`src/rtl/seqc_pkg.sv`:
```
package seqc_pkg;

    localparam int CODE_W   = 3;
    localparam int N_CODES  = 1 << CODE_W;
    localparam int CYCLE_LEN = 7;

    typedef logic [CODE_W-1:0] code_t;

    typedef enum logic [CODE_W-1:0] {
        ST_A = 3'd0,
        ST_B = 3'd3,
        ST_C = 3'd2,
        ST_D = 3'd1,
        ST_E = 3'd5,
        ST_F = 3'd4,
        ST_G = 3'd7,
        ST_X = 3'd6
    } seq_state_e;

    typedef enum logic [1:0] {
        ACT_RESET,
        ACT_LOAD,
        ACT_STEP,
        ACT_HOLD
    } action_e;

    typedef struct packed {
        action_e act;
        code_t   load_val;
    } ctrl_t;

    function automatic seq_state_e succ(input seq_state_e s);
        case (s)
            ST_A:    return ST_B;
            ST_B:    return ST_C;
            ST_C:    return ST_D;
            ST_D:    return ST_E;
            ST_E:    return ST_F;
            ST_F:    return ST_G;
            ST_G:    return ST_A;
            default: return ST_A;
        endcase
    endfunction

    function automatic action_e pick_action(input logic rst, input logic ld, input logic en);
        if (rst)      return ACT_RESET;
        else if (ld)  return ACT_LOAD;
        else if (en)  return ACT_STEP;
        else          return ACT_HOLD;
    endfunction

endpackage

```
`src/rtl/seqc_ctrl.sv`:
```
module seqc_ctrl
    import seqc_pkg::*;
(
    input  logic  rst,
    input  logic  cnt_en,
    input  logic  load_en,
    input  code_t load_code,
    output ctrl_t ctrl
);

    always_comb begin
        ctrl.act      = pick_action(rst, load_en, cnt_en);
        ctrl.load_val = load_code;
    end

endmodule

```
`src/rtl/seqc_next.sv`:
```
module seqc_next
    import seqc_pkg::*;
(
    input  code_t cur,
    input  ctrl_t ctrl,
    output code_t nxt
);

    seq_state_e cur_s;

    always_comb begin
        cur_s = seq_state_e'(cur);
        unique case (ctrl.act)
            ACT_RESET: nxt = code_t'(ST_A);
            ACT_LOAD:  nxt = ctrl.load_val;
            ACT_STEP:  nxt = code_t'(succ(cur_s));
            default:   nxt = cur;
        endcase
    end

endmodule

```
`src/rtl/seqc_reg.sv`:
```
module seqc_reg
    import seqc_pkg::*;
(
    input  logic  clk,
    input  logic  rst,
    input  logic  load_en,
    input  logic  cnt_en,
    input  code_t load_code,
    input  code_t d,
    output code_t q
);

    always_ff @(posedge clk) begin
        q <= d;
    end

    // reset wins over everything
    a_r1_reset_zero: assert property (@(posedge clk) rst |=> (q == 3'd0));
    a_r8_reset_over_load: assert property (@(posedge clk) (rst && load_en) |=> (q == 3'd0));
    // load
    a_r7_load_value: assert property (@(posedge clk) disable iff (rst)
        load_en |=> (q == $past(load_code)));
    // idle hold
    a_r4_idle_hold: assert property (@(posedge clk) disable iff (rst)
        (!load_en && !cnt_en) |=> $stable(q));

endmodule

```
`src/rtl/custom_seq_counter.sv`:
```
module custom_seq_counter
    import seqc_pkg::*;
(
    input  logic       clk,
    input  logic       rst,
    input  logic       cnt_en,
    input  logic       load_en,
    input  logic [2:0] load_code,
    output logic [2:0] code,
    output logic       wrap
);

    ctrl_t ctrl;
    code_t nxt;
    code_t q;

    seqc_ctrl u_ctrl (
        .rst       (rst),
        .cnt_en    (cnt_en),
        .load_en   (load_en),
        .load_code (load_code),
        .ctrl      (ctrl)
    );

    seqc_next u_next (
        .cur  (q),
        .ctrl (ctrl),
        .nxt  (nxt)
    );

    seqc_reg u_reg (
        .clk       (clk),
        .rst       (rst),
        .load_en   (load_en),
        .cnt_en    (cnt_en),
        .load_code (load_code),
        .d         (nxt),
        .q         (q)
    );

    assign code = q;
    assign wrap = cnt_en && (q == code_t'(ST_G));

    // fixed successor pairs of the irregular order
    a_r2_zero_to_three: assert property (@(posedge clk) disable iff (rst)
        (q == 3'd0 && cnt_en && !load_en) |=> (code == 3'd3));
    a_r2_one_to_five: assert property (@(posedge clk) disable iff (rst)
        (q == 3'd1 && cnt_en && !load_en) |=> (code == 3'd5));
    a_r2_four_to_seven: assert property (@(posedge clk) disable iff (rst)
        (q == 3'd4 && cnt_en && !load_en) |=> (code == 3'd7));
    // wrap flag is followed by code 0
    a_r3_wrap_to_zero: assert property (@(posedge clk) disable iff (rst)
        (wrap && !load_en) |=> (code == 3'd0));
    // recovery from the unused code
    a_r5_unused_recovers: assert property (@(posedge clk) disable iff (rst)
        (q == 3'd6 && cnt_en && !load_en) |=> (code == 3'd0));
    // code 6 only reachable through a load (or held after one)
    a_r7_six_only_loaded: assert property (@(posedge clk) disable iff (rst)
        (!load_en && !(q == 3'd6 && !cnt_en)) |=> (code != 3'd6));

endmodule

```
`config.mk`:
```
export PLATFORM = sky130hd
export DESIGN_NAME = custom_seq_counter
export DESIGN_NICKNAME = d
export VERILOG_FILES = /design/src/rtl/seqc_pkg.sv /design/src/rtl/seqc_ctrl.sv /design/src/rtl/seqc_next.sv /design/src/rtl/seqc_reg.sv /design/src/rtl/custom_seq_counter.sv
export SDC_FILE = /design/constraint.sdc
export NUM_CORES = 1
export LEC_CHECK = 0
export ABC_CLOCK_PERIOD_IN_PS = 1500
export BUFFER_PORTS_ARGS = -buffer_cell sky130_fd_sc_hd__buf_4
export CAP_MARGIN = 20
export CORE_AREA = 5 5 42 44
export DETAILED_ROUTE_END_ITERATION = 10
export DIE_AREA = 0 0 47 49
export HOLD_SLACK_MARGIN = 0.1
export PLACE_DENSITY = 0.32
export SYNTH_ARGS = -nofsm -noshare
export SYNTH_HDL_FRONTEND = slang
export SYNTH_HIERARCHICAL = 1
export SYNTH_SLANG_ARGS = --single-unit
```
`constraint.sdc`:
```
create_clock -name clk -period 1.5 [get_ports clk]
set_input_delay 0.3 -clock clk [delete_from_list [all_inputs] [get_ports clk]]
set_output_delay 0.3 -clock clk [all_outputs]
set_load 0.005 [all_outputs]
```
# [After elaboration in Yosys (flattened, before gate mapping)]
# Cells that the tools add are included.
# Widths: inputs -> output; s select.
[totals] latch_bits=0 input_bits=7 mem_bits_rw=0 word_cells=18 ff_bits=3 n_memories=0 out_inout_bits=4 mem_bits_ro=0
[classes] n_div=0 n_reduce_logical=4 mux=5 shifts=0 add_sub_neg=0 n_bitwise=0 n_mul=0 eq_ne=8 magnitude_cmp=0
[op_table] op="$pmux 3 s6" count=1
[op_table] op="$eq 3x3->1 const B" count=3
[op_table] op="$pmux 3 s3" count=1
[op_table] op="$eq 3x2->1 const B" count=2
[op_table] op="$mux 2" count=2
[op_table] op="$eq 3x1->1 const B" count=1
[op_table] op="$logic_not 3->1" count=1
[op_table] op="$reduce_bool 3->1" count=1
[op_table] op="$eq 2x1->1 const B" count=1
[op_table] op="$eq 2x2->1 const B" count=1
[op_table] op="$logic_not 2->1" count=1
[op_table] op="$logic_and 1x1->1" count=1
[op_table] op="$mux 1" count=1

# [Depth between registers and ports, before layout]
[logic_depth] depth_word=5 mapped_depth=5 ltp_nobuf=5

# [By module]
# The synthesis kept the hierarchy.
[by_module_without_submodules] mod="seqc_next" area_per_inst_um2=88.8 seq_area_each_um2=0.0 cells_per_inst=15 instances=1
[by_module_without_submodules] mod="seqc_reg" area_per_inst_um2=60.1 seq_area_each_um2=60.1 cells_per_inst=3 instances=1
[by_module_without_submodules] mod="seqc_ctrl" area_per_inst_um2=38.8 seq_area_each_um2=0.0 cells_per_inst=6 instances=1
[by_module_without_submodules] mod="custom_seq_counter" area_per_inst_um2=8.8 seq_area_each_um2=0.0 cells_per_inst=1 instances=1

# [Least setup slack after synthesis]
# No wires, ideal clock.
[synth_timing] kind="input to register" from="input port load_en" to="register u_reg.q[2]" n_path_buf=0 required_ps=1375 path_slack_ps=520 arrival_time_ps=855 stages=3 path_cell_list="nor2_1 mux2i_1 o32ai_1"
[synth_between] elab_chain_len=4
[synth_lines] item="from (decl)" line_no="custom_seq_counter.sv:7" text="input logic load_en,"
[synth_lines] item="$mux 2 *" line_no="seqc_pkg.sv:47" text="else if (ld) return ACT_LOAD;"
[synth_lines] item="$mux 2 *" line_no="seqc_pkg.sv:46" text="if (rst) return ACT_RESET;"
[synth_lines] item="$eq 2x2->1, or another cell as far along" line_no="seqc_next.sv:13" text="unique case (ctrl.act)"
[synth_lines] item="$pmux 3 s3 *" line_no="seqc_next.sv:13"
[synth_lines] item="net nxt[2]" line_no="custom_seq_counter.sv:14" text="code_t nxt;"
[synth_lines] item="to (signal assigned)" line_no="seqc_reg.sv:14" text="q <= d;"
[synth_lines] item="to (decl)" line_no="seqc_reg.sv:10" text="output code_t q"
# Mark *: on every way through the listed nets, which the timed path passes. The rest lies on a longest branch.
# A chain may end at the register's enable or synchronous reset.

# [Worst setup path after layout]
[layout_timing] from="register u_reg.q[1]" to="output port wrap"
[layout_between] elab_chain_len=2
[layout_lines] item="$eq 3x3->1" line_no="custom_seq_counter.sv:42" text="assign wrap = cnt_en && (q == code_t'(ST_G));"
[layout_lines] item="$logic_and 1x1->1" line_no="custom_seq_counter.sv:42"
[layout_lines] item="to (decl)" line_no="custom_seq_counter.sv:10" text="output logic wrap"
# Every way passes these cells.

==> impl_metrics.csv <==
group,metric,value,unit
floorplan,dieWidth,47,µm
synth,synth_cell_types,14,
routing,viasPerCell,3.90,
routing,drc,0,
setup_path,r2r_slack,600,ps
routing,dr.pass1.iters,4,
finish,synthToLayoutAreaGrowth,50.3,%
global_routing,gr-usage-met2,0.0679,
floorplan,rows,14,
hold_path,hold_path_end,"u_reg/q[2]",
finish,post-route-util,0.211,
setup_path,worstPathArrival,1000,ps
global_routing,met3_usage,0.0148,
finish,final_common_cell,"buf_4",
clock_network,clk-insertion-delay-late,230,ps
finish,largestRegisters,"u_reg/q (3)",
timing,setup_tns,0,ps
synth,synth_fp_nets,32,
pwr,peakVddDrop,0.328,mV
run_status,status,"finished, final reports clean",
global_routing,antenna_found_initial,0,
timing,finalCriticalPeriod,1300,ps
timing,finalCritPeriodShare,0.866,
setup_path,cp-end-kind,"output port",
clock_network,path_clk_slew,40,ps
synth,synth-seq-cells,3,
clock_network,cts_tree,"yes",
timing,fmaxAchievable,770,MHz
hold_path,holdPathStages,3,
setup_path,rr_worst_depth,3,
timing,relSlewSlack,0.746,
synth,syn_inst,25,
job,max_cap_violations,0,
floorplan,die_h,49,µm
clock_network,htreeDepth,1,
finish,largest_reg_flops,3,
finish,regMostFlops,"u_reg/q",
timing,worstMarginPinSlew,379,ps
pwr,p_per_area,1030,nW/µm²
global_routing,grt_usage,0.0549,
setup_path,crit_type,"reg2out",
placement,hpwlAfterDp,416,µm
pwr,totalPowerFinal,0.304,mW
floorplan,die_area,2300,µm²
routing,num_vias,203,
routing,wl_per_cell,10.2,µm
clock_network,cts_made_buffers,3,
setup_path,startpoint_type,"flip-flop",
synth,syn_area_per_cell,7.86,µm²
finish,fin_nets,44,
clock_network,cts_setup_buffers,0,
finish,stdcell_area,295,µm²
global_routing,grt_pass1_wl,897,µm
floorplan,start_util,0.140,
routing,wirelength,528,µm
setup_path,timing.rr.end,"u_reg/q[0]",
synth,yosys_warnings,6,
clock_network,ctsHoldBuffers,0,
pwr,power_leakage,0.133,nW
clock_network,cts_buffer_depth,2,
finish,final_cell_mix,"10 x buf_4, 3 x clkbuf_4, 3 x a21oi_1, 3 x nor3_1, 3 x dfxtp_1",
global_routing,first_global_vias,229,
setup_path,required,1200,ps
timing,setup_viol,0,
global_routing,grt_max_degree,8,
global_routing,use_met1,0.0703,
clock_network,clock_sinks,3,
timing,rsz0062_at_grt,"no",
global_routing,grt_remaining_overflow,0,
timing,maxSlewViolCount,0,
clock_network,cts_resized,0,
routing,ant_nets,0,
placement,gp_congestion,0.674,
floorplan,coreArea,1400,µm²
timing,hold_viol,0,
synth,syn-cell-area,196,µm²
placement,place_area,269,µm²
setup_path,critPathMaxFanout,7,
placement,portBuffers,10,
finish,drive_gt1_frac,0.417,
timing,clock_skew,0.0625,ps
clock_network,clockRootBuffer,"clkbuf_4",
setup_path,r2r_start,"u_reg/q[1]",
floorplan,num_io_pins,11,
synth,seq_area_frac_synth,0.306,
routing,drt-initial-drc-count,5,
hold_path,hp-class,"in2reg",
hold_path,hp-start,"load_code[2]",
global_routing,busiest_layer,"met1",
finish,antenna_cells,0,
[layout make-up]
type	count	area, µm²
inverter	3	11.3
sequential	3	60.1
multi-input combinational	16	103
timing repair buffer	10	75.1
clock buffer	4	26.3
tap	16	20.0
fill	164	1110
[metal layers]
metal,part of all wire,up-vias
met3,0.12,0
met2,0.44,8
met5,0,-
li1,-,109
met1,0.44,86
met4,0,0
[stage by stage]
stage	instances	worst slack (ps)	hold WS, ps
floorplan	25	520	526
global placement	48	284	611
detailed placement	48	266	594
CTS	52	195	363
global route	52	118	395
finish	52	201	364
[synthesized netlist by cell type, drive strengths merged]
library cell / count / area [µm²]
nor2: 2 / 7.51
a21oi: 4 / 23.8
mux2i: 2 / 20.0
buf: 3 / 22.5
o22ai: 1 / 6.26
nor3: 3 / 15.0
nand2: 1 / 3.75
inv: 3 / 11.3
a2bb2oi: 1 / 8.76
and4: 1 / 8.76
o32ai: 1 / 8.76
dfxtp: 3 / 60.1
[how the worst max path moves through the flow]
stage          startpoint          to  slack, ps  cells after the start
4_1_cts        u_reg/q[1]        wrap        190                      2
5_1_grt        u_reg/q[1]        wrap        120                      2
6_report       u_reg/q[1]        wrap        200                      2
3_5_place_dp      load_en  u_reg/q[2]        270                      4
2_1_floorplan     load_en  u_reg/q[2]        520                      3
3_3_place_gp      load_en  u_reg/q[1]        280                      4
[logic make-up after synthesis]
logic type	share of synthesized area
buffers and inverters	0.172
and+or+nand+nor	0.178
AOI/OAI and AO/OA	0.242
muxes	0.102
DFF	0.306
[power by group]
part | switching (mW) | leakage (nW) | internal [mW] | total [mW]
clock network | 0.0392 | 0.0150 | 0.0995 | 0.139
registers | 0.0146 | 0.0250 | 0.0893 | 0.104
logic | 0.0252 | 0.0926 | 0.0364 | 0.0616
total | 0.0789 | 0.133 | 0.225 | 0.304
[critical path, stage by stage (launching register included)]
cell     delay [ps]
dfxtp_1         430
and4_1          230
buf_4           110
Note: power is estimated with default switching activity, not from simulation.
